$ cat config.mk
export PLATFORM = sky130hd
export DESIGN_NAME = voice_cmd_i2c
export DESIGN_NICKNAME = d
export VERILOG_FILES = /design/src/rtl/vc_pkg.sv /design/src/rtl/vc_i2c_dp.sv /design/src/rtl/vc_i2c_ctrl.sv /design/src/rtl/voice_cmd_i2c.sv
export SDC_FILE = /design/constraint.sdc
export NUM_CORES = 1
export LEC_CHECK = 0
export BUFFER_PORTS_ARGS = -buffer_cell sky130_fd_sc_hd__buf_2
export CORE_MARGIN = 1
export CORE_UTILIZATION = 45
export DETAILED_ROUTE_END_ITERATION = 7
export GPL_TIMING_DRIVEN = 0
export PLACE_DENSITY_LB_ADDON = 0.08
export SYNTH_ARGS = -nofsm -noshare
export SYNTH_HDL_FRONTEND = slang
export SYNTH_SLANG_ARGS = --single-unit
$ cat constraint.sdc
create_clock -name clk -period 3.7 [get_ports clk]
set_clock_uncertainty 0.15 [all_clocks]
set_input_delay 0.185 -clock clk [delete_from_list [all_inputs] [get_ports clk]]
set_output_delay 0.185 -clock clk [all_outputs]
set_load 0.01 [all_outputs]
$ cat src/rtl/vc_pkg.sv
package vc_pkg;
  localparam int BYTE_W = 8;
  localparam int PTR_W  = 2 * BYTE_W;

  localparam logic [BYTE_W-1:0] OP_LOAD   = 8'h81;
  localparam logic [BYTE_W-1:0] OP_PLAY   = 8'hA8;
  localparam logic [BYTE_W-1:0] OP_PLAYAT = 8'hA9;
  localparam logic [BYTE_W-1:0] OP_REC    = 8'h91;

  // control -> datapath strobes
  typedef struct packed {
    logic ackNow;     // drive acknowledge for the byte just received
    logic grabHi;     // hold received byte as pointer high half
    logic commitPtr;  // load pointer from {high half, received byte}
  } dpCtl_t;

  typedef struct packed {
    logic rec;
    logic playAt;
    logic play;
    logic load;
  } actStb_t;

  typedef enum logic [2:0] {
    ST_IDLE, ST_DEV, ST_CMD, ST_HI, ST_LO, ST_FIRE
  } ctlState_e;
endpackage

$ cat src/rtl/vc_i2c_dp.sv
module vc_i2c_dp
  import vc_pkg::*;
#(
  parameter int SYNC_STAGES = 2
) (
  input  logic              clk,
  input  logic              rstN,
  input  logic              sclIn,
  input  logic              sdaIn,
  input  dpCtl_t            ctl,
  output logic              startSeen,
  output logic              stopSeen,
  output logic              byteReady,
  output logic              ackEnd,
  output logic [BYTE_W-1:0] rxByte,
  output logic              sdaPull,
  output logic [PTR_W-1:0]  msgPtr
);
  localparam int CNT_W = $clog2(BYTE_W + 1);

  logic [SYNC_STAGES-1:0] sclPipe, sdaPipe;
  logic sclS, sdaS, sclD, sdaD;
  logic sclRise, sclFall;
  logic [CNT_W-1:0] bitCnt;
  logic ackPhase;
  logic [BYTE_W-1:0] hiReg;

  generate
    if (SYNC_STAGES == 1) begin : gSync1
      always_ff @(posedge clk or negedge rstN) begin
        if (!rstN) begin
          sclPipe <= '1;
          sdaPipe <= '1;
        end else begin
          sclPipe <= sclIn;
          sdaPipe <= sdaIn;
        end
      end
    end else begin : gSyncN
      always_ff @(posedge clk or negedge rstN) begin
        if (!rstN) begin
          sclPipe <= '1;
          sdaPipe <= '1;
        end else begin
          sclPipe <= {sclPipe[SYNC_STAGES-2:0], sclIn};
          sdaPipe <= {sdaPipe[SYNC_STAGES-2:0], sdaIn};
        end
      end
    end
  endgenerate

  assign sclS = sclPipe[SYNC_STAGES-1];
  assign sdaS = sdaPipe[SYNC_STAGES-1];

  assign sclRise   = sclS & ~sclD;
  assign sclFall   = ~sclS & sclD;
  assign startSeen = sclS & sclD & sdaD & ~sdaS;
  assign stopSeen  = sclS & sclD & ~sdaD & sdaS;
  assign byteReady = ~ackPhase & sclFall & (bitCnt == CNT_W'(BYTE_W));
  assign ackEnd    = ackPhase & sclFall;

  always_ff @(posedge clk or negedge rstN) begin
    if (!rstN) begin
      sclD     <= 1'b1;
      sdaD     <= 1'b1;
      bitCnt   <= '0;
      ackPhase <= 1'b0;
      sdaPull  <= 1'b0;
      rxByte   <= '0;
    end else begin
      sclD <= sclS;
      sdaD <= sdaS;
      if (startSeen || stopSeen) begin
        bitCnt   <= '0;
        ackPhase <= 1'b0;
        sdaPull  <= 1'b0;
      end else if (byteReady) begin
        bitCnt   <= '0;
        ackPhase <= 1'b1;
        sdaPull  <= ctl.ackNow;
      end else if (ackEnd) begin
        ackPhase <= 1'b0;
        sdaPull  <= 1'b0;
      end else if (!ackPhase && sclRise && bitCnt < CNT_W'(BYTE_W)) begin
        rxByte <= {rxByte[BYTE_W-2:0], sdaS};
        bitCnt <= bitCnt + 1'b1;
      end
    end
  end

  always_ff @(posedge clk or negedge rstN) begin
    if (!rstN) begin
      hiReg  <= '0;
      msgPtr <= '0;
    end else begin
      if (ctl.grabHi)    hiReg  <= rxByte;
      if (ctl.commitPtr) msgPtr <= {hiReg, rxByte};
    end
  end


  ack_only_on_byte_chk: assert property (@(posedge clk) disable iff (!rstN)
    $rose(sdaPull) |-> $past(byteReady && ctl.ackNow));


  ptr_commit_chk: assert property (@(posedge clk) disable iff (!rstN)
    (msgPtr != $past(msgPtr)) |-> $past(ctl.commitPtr));
endmodule

$ cat src/rtl/vc_i2c_ctrl.sv
module vc_i2c_ctrl
  import vc_pkg::*;
#(
  parameter logic [7:0] DEV_BYTE = 8'h80
) (
  input  logic              clk,
  input  logic              rstN,
  input  logic              startSeen,
  input  logic              stopSeen,
  input  logic              byteReady,
  input  logic              ackEnd,
  input  logic [BYTE_W-1:0] rxByte,
  output dpCtl_t            ctl,
  output actStb_t           stb
);
  ctlState_e state, nxt;
  logic [BYTE_W-1:0] opReg;
  logic fireNow;

  always_comb begin
    ctl     = '0;
    nxt     = state;
    fireNow = 1'b0;
    if (startSeen) begin
      nxt = ST_DEV;
    end else if (stopSeen) begin
      nxt = ST_IDLE;
    end else begin
      case (state)
        ST_DEV: if (byteReady) begin
          if (rxByte == DEV_BYTE) begin
            ctl.ackNow = 1'b1;
            nxt = ST_CMD;
          end else begin
            nxt = ST_IDLE;
          end
        end
        ST_CMD: if (byteReady) begin
          if (rxByte == OP_LOAD || rxByte == OP_PLAYAT || rxByte == OP_REC) begin
            ctl.ackNow = 1'b1;
            nxt = ST_HI;
          end else if (rxByte == OP_PLAY) begin
            ctl.ackNow = 1'b1;
            nxt = ST_FIRE;
          end else begin
            nxt = ST_IDLE;
          end
        end
        ST_HI: if (byteReady) begin
          ctl.ackNow = 1'b1;
          ctl.grabHi = 1'b1;
          nxt = ST_LO;
        end
        ST_LO: if (byteReady) begin
          ctl.ackNow = 1'b1;
          nxt = ST_FIRE;
        end
        ST_FIRE: if (ackEnd) begin
          fireNow       = 1'b1;
          ctl.commitPtr = (opReg != OP_PLAY);
          nxt = ST_IDLE;
        end
        default: nxt = ST_IDLE;
      endcase
    end
  end

  always_ff @(posedge clk or negedge rstN) begin
    if (!rstN) begin
      state <= ST_IDLE;
      opReg <= '0;
      stb   <= '0;
    end else begin
      state <= nxt;
      if (state == ST_CMD && byteReady) opReg <= rxByte;
      stb.load   <= fireNow && (opReg == OP_LOAD);
      stb.play   <= fireNow && (opReg == OP_PLAY);
      stb.playAt <= fireNow && (opReg == OP_PLAYAT);
      stb.rec    <= fireNow && (opReg == OP_REC);
    end
  end


  stb_onehot_chk: assert property (@(posedge clk) disable iff (!rstN)
    $onehot0(stb));


  stb_pulse_chk: assert property (@(posedge clk) disable iff (!rstN)
    (|stb) |=> !(|stb));


  stb_after_ack_chk: assert property (@(posedge clk) disable iff (!rstN)
    (|stb) |-> $past(state == ST_FIRE && ackEnd));
endmodule

$ cat src/rtl/voice_cmd_i2c.sv
module voice_cmd_i2c
  import vc_pkg::*;
#(
  parameter logic [6:0] DEV_ADDR7   = 7'h40,
  parameter int         SYNC_STAGES = 2
) (
  input  logic             clk,
  input  logic             rstN,
  input  logic             sclIn,
  input  logic             sdaIn,
  output logic             sdaPull,
  output logic [PTR_W-1:0] msgPtr,
  output logic             loadStb,
  output logic             playStb,
  output logic             playAtStb,
  output logic             recStb
);
  localparam logic [7:0] DEV_BYTE = {DEV_ADDR7, 1'b0};

  dpCtl_t ctl;
  actStb_t stb;
  logic startSeen, stopSeen, byteReady, ackEnd;
  logic [BYTE_W-1:0] rxByte;

  vc_i2c_dp #(.SYNC_STAGES(SYNC_STAGES)) uDp (
    .clk(clk), .rstN(rstN), .sclIn(sclIn), .sdaIn(sdaIn), .ctl(ctl),
    .startSeen(startSeen), .stopSeen(stopSeen), .byteReady(byteReady),
    .ackEnd(ackEnd), .rxByte(rxByte), .sdaPull(sdaPull), .msgPtr(msgPtr)
  );

  vc_i2c_ctrl #(.DEV_BYTE(DEV_BYTE)) uCtrl (
    .clk(clk), .rstN(rstN), .startSeen(startSeen), .stopSeen(stopSeen),
    .byteReady(byteReady), .ackEnd(ackEnd), .rxByte(rxByte),
    .ctl(ctl), .stb(stb)
  );

  assign loadStb   = stb.load;
  assign playStb   = stb.play;
  assign playAtStb = stb.playAt;
  assign recStb    = stb.rec;
endmodule

Word-level counts from Yosys, hierarchy flattened
Cells that the tools add are included.
{"block": "totals", "regBits": 59, "latchBits": 0, "mem_bits_rw": 0, "rom_bits": 0, "input_bits": 4, "output_inout_bits": 21, "wordCells": 111, "mem_count": 0}
{"block": "op_classes", "n_addsub": 1, "mul": 0, "div": 0, "n_lt_le_gt_ge": 1, "n_eq_ne": 22, "shifts": 0, "muxes": 37, "bitwise": 18, "reduce_logical": 16}
{"operator": "8-bit == test (second input constant)", "count": 9}
{"operator": "3-bit two-way mux", "count": 11}
{"operator": "1-bit two-way mux", "count": 18}
{"operator": "4-bit two-way mux", "count": 4}
{"operator": "4-bit by 3-bit != test with 1-bit output (second input constant)", "count": 4}
{"operator": "3-bit case mux with 5 select lines", "count": 1}
{"operator": "1-bit AND", "count": 10}
{"operator": "8-bit != test (second input constant)", "count": 1}
{"operator": "1-bit inverter", "count": 8}
{"operator": "1-bit logical AND", "count": 7}
{"operator": "3-bit by 2-bit == test with 1-bit output (second input constant)", "count": 2}
{"operator": "3-bit == test (second input constant)", "count": 2}
{"operator": "3-bit nonzero test", "count": 2}
{"operator": "5-bit AND reduction", "count": 1}
{"operator": "4-bit by 1-bit adder with 4-bit output (second input constant)", "count": 1}
{"operator": "4-bit == test (second input constant)", "count": 1}
{"operator": "4-bit less-than comparator (second input constant)", "count": 1}
{"operator": "2-bit two-way mux", "count": 2}
{"operator": "4-bit != test (second input constant)", "count": 1}
{"operator": "1-bit case mux with 4 select lines", "count": 1}
{"operator": "4-bit AND reduction", "count": 1}
{"operator": "3-bit by 1-bit == test with 1-bit output (second input constant)", "count": 1}
{"operator": "1-bit logical OR", "count": 3}
{"operator": "3-bit by 1-bit != test with 1-bit output (second input constant)", "count": 1}
{"operator": "2 further kinds", "count": 2}

Depth between registers and ports, before layout
{"block": "logic_depth", "ltp_word": 10, "depth_mapped": 7, "ltp_nobuf": 7}

Cells and area by module
A second synthesis with hierarchy kept.
{"block": "unflattened", "cells_unflattened": 202, "hier_area_um2": 2463.6}
{"module": "vc_i2c_dp", "n_inst": 1, "cells_each": 130, "area_per_inst_um2": 1704.1, "seq_area_each_um2": 1108.6}
{"module": "vc_i2c_ctrl", "n_inst": 1, "cells_each": 72, "area_per_inst_um2": 759.5, "seq_area_each_um2": 375.4}

Worst setup path after synthesis
No wires, ideal clock.
{"block": "synth_path", "path_type": "register -> register", "from": "register uDp.bitCnt[0]", "to": "register uCtrl.opReg[0]", "setup_ns": 0.125, "arrival_ns": 1.740, "required_ns": 3.425, "path_slack_ns": 1.685, "stages_incl_launch_ff": 7, "path_buffers": 0, "cell_sequence": "dfrtp_1 inv_1 ha_1 and4bb_2 nand2_1 nor3_2 mux2_2"}
{"block": "synth_between", "elab_chain_len": 3}
{"element": "start: declaration", "line": "vc_i2c_dp.sv:24", "text": "logic [CNT_W-1:0] bitCnt;"}
{"element": "start signal: assignment", "line": "vc_i2c_dp.sv:86", "text": "bitCnt <= bitCnt + 1'b1;"}
{"element": "4-bit == test", "line": "vc_i2c_dp.sv:59", "text": "assign byteReady = ~ackPhase & sclFall & (bitCnt == CNT_W'(BYTE_W));"}
{"element": "1-bit AND", "line": "vc_i2c_dp.sv:59"}
{"element": "1-bit logical AND", "line": "vc_i2c_ctrl.sv:75", "text": "if (state == ST_CMD && byteReady) opReg <= rxByte;"}
{"element": "end signal: assignment", "line": "vc_i2c_ctrl.sv:75"}
{"element": "end: declaration", "line": "vc_i2c_ctrl.sv:17", "text": "logic [BYTE_W-1:0] opReg;"}
No other way between the ends.
A chain may end at the register's enable or synchronous reset.

Worst setup path after layout
{"block": "layout_path", "from": "register uDp.bitCnt[0]", "to": "register uCtrl.opReg[6]"}
The elaborated chain is that of the path after synthesis.

==> flow_summary.ini <==
[worst_setup_path]
crit_type = reg2reg
crit_arrival_ns = 2.35
setup.reg_to_reg.worst_slack_ns = 1.42
start_kind = flip-flop
required_ns = 3.77
timing.critical_path.to_type = flip-flop
cp_max_fo = 9

[global_routing]
grt_first_pass_wirelength_um = 8110
track_usage = 0.179
grt_remaining_overflow = 0
grt_start_max_net_pins = 60
antenna_violations_before_repair = 0
grt_pass1_vias = 1672

[synthesis]
ys_ff_latch = 59
synth_async_reset_ratio = 1.00
synth.yosys.warnings = 0
postSynthAreaPerCell_um2 = 13.3
synth.yosys.seq_area_share = 0.585
synthCells = 191
synth.cell_area_um2 = 2540
synth.distinct_cells = 44
prevailing_post_synth_register_cell = dfrtp_1
syn_nets = 197
synth_edf_count = 0

[routing]
wl_um = 4660
drt_pass1_iterations = 4
ant_nets = 0
drt_drc_violations_left = 0
drt_iter0_drcs = 52
num_vias = 1604
routed_wire_length_per_instance_um = 15.3
via_per_inst = 5.28

[cts]
clk_path_buf_depth = 2
clk_pin_slew_ns = 0.06
post_cts_resize_count = 0
clock-sinks = 59
cts_tree = done
clock_insertion_delay_worst_skew_ns = 0.34
cts_made_buffers = 9
cts_root_buffer = clkbuf_8
htreeDepth = 3

[layout]
final_area_um2 = 3020
area_delta_synth_final_pct = 19.0
final_core_utilization = 0.573
antenna-diode-count = 0
count_of_nets_after_finishing = 235
commonest_non_fill_non_tap_cell_in_the_layout = dfrtp_1
final_layout_size_suffix_gt1_frac = 0.402
most_frequent_cells_in_the_layout = dfrtp_1, mux2_2, buf_2

[power_and_ir_drop]
ir_worst_vdd_mv = 0.316
pwr_density_cell_nw_per_um2 = 577
static-leakage-power_nw = 1.48
design_power_total_mw = 1.74

[floorplan]
die-area_um2 = 5940
coreArea_um2 = 5270
chipHeight_um = 77.1
pin_count = 25
start_util = 0.481
rows = 26
floorplan.die.width_um = 77.1

[sta]
pins_over_slew_limit = 0
fmaxAchievable_mhz = 438
tightest_slew_ns = 0.728
min_hold_slack_ns = 0.207
finalCriticalPeriod_ns = 2.28
fin_tns_setup_ns = 0
setup-violations-final = 0
final-hold-violation-count = 0
setup_repair_after_global_routing_missed_its_margin = no
slew-limit-headroom = 0.515
period_share = 0.618

[placed_design]
numPortBuffers = 24
placedInstanceArea_um2 = 2750
placer_s_final_routability_congestion_estimate = 0.806
dpl_hpwl_um = 3210

[status]
status = finished clean

[hold_path]
hold_class = reg2reg

[run]
drv_cap = 0
worst paths after layout:
| path | startpoint | endpoint | cells after the start |
|---|---|---|---|
| worst min-delay path | uDp.sclPipe[0] | uDp.sclPipe[1] | 0 |
| min in group asynchronous | rstN | uDp.msgPtr[6] | 2 |
| worst max-delay path | uDp.bitCnt[0] | uCtrl.opReg[6] | 6 |
| worst max register to register | uDp.bitCnt[0] | uCtrl.opReg[6] | 6 |
| worst min register to register | uDp.sclPipe[0] | uDp.sclPipe[1] | 0 |
| max in group asynchronous | rstN | uDp.msgPtr[0] | 2 |
per-layer routing:
metal,vias up,track usage,routed length (um)
li1,755,-,-
met1,813,0.222,2080
met2,27,0.289,2340
met3,9,0.0536,165
met4,0,0.0792,80
met5,-,0,0
registers in the layout (all words and copies together), names as in the netlist:
name	cells
uDp.rxByte	8
uDp.sdaPipe	2
uCtrl.state	3
uDp.msgPtr	16
uDp.ackPhase	1
uDp.sdaD	1
uCtrl.opReg	8
uDp.sdaPull	1
uDp.bitCnt	4
uDp.sclD	1
uDp.sclPipe	2
uDp.hiReg	8
uCtrl.stb	4
cell families (layout without fill, tap and decap cells):
| group | count (synthesis) | after routing | synth area share |
|---|---|---|---|
| adders and majority gates | 2 | 2 | 0.00986 |
| DFF | 59 | 59 | 0.585 |
| and+or+nand+nor | 55 | 55 | 0.117 |
| AOI/OAI and AO/OA | 23 | 23 | 0.0636 |
| xor gates and xnor gates | 2 | 2 | 0.00690 |
| buffers and inverters | 10 | 53 | 0.0251 |
| muxes | 40 | 40 | 0.192 |
critical path: stages (launching register included):
cell and delay (ns):
dfrtp_1 0.41, inv_1 0.08, ha_1 0.14, and4bb_2 0.27, nand2_1 0.16, nor3_2 0.54
mux2_2 0.41
what timing repair did:
action                    CTS  global route
hold buffers                2             1
hold endpoints to repair    2            53
setup buffers               0             0
power by group:
group	total, mW	switching, mW	leakage, nW	internal (mW)
clock	0.712	0.246	0.117	0.466
combinational	0.209	0.108	0.584	0.101
sequential	0.822	0.107	0.781	0.715
final cells by class:
type,instances,area [um2]
Buffer,5,45.0
Fill cell,444,2250
Multi-Input combinational cell,122,990
Sequential cell,59,1480
Clock buffer,12,145
Tap cell,70,87.6
Clock inverter,4,97.6
Inverter,5,18.8
Timing Repair Buffer,27,153
metrics by stage:
stage,std cells,setup WS [ns]
2_1_floorplan,191,1.69
3_3_place_gp,285,1.49
4_1_cts,303,1.40
5_1_grt,304,1.29
3_5_place_dp,285,1.41
6_report,304,1.42
synth_stat cells (all sizes together) (2+ instances only):
master	instances	area, um2
a21oi	4	20.0
inv	5	18.8
nand3	2	10.0
dfrtp	53	1330
nor2	14	52.6
buf	4	41.3
ha	2	25.0
nand2	18	67.6
a21boi	2	15.0
mux2	40	488
nand2b	2	12.5
nor3	4	25.0
nor3b	5	37.5
o21ai	5	25.0
dfstp	6	158
No activity file was read; power rests on OpenSTA's default activity.
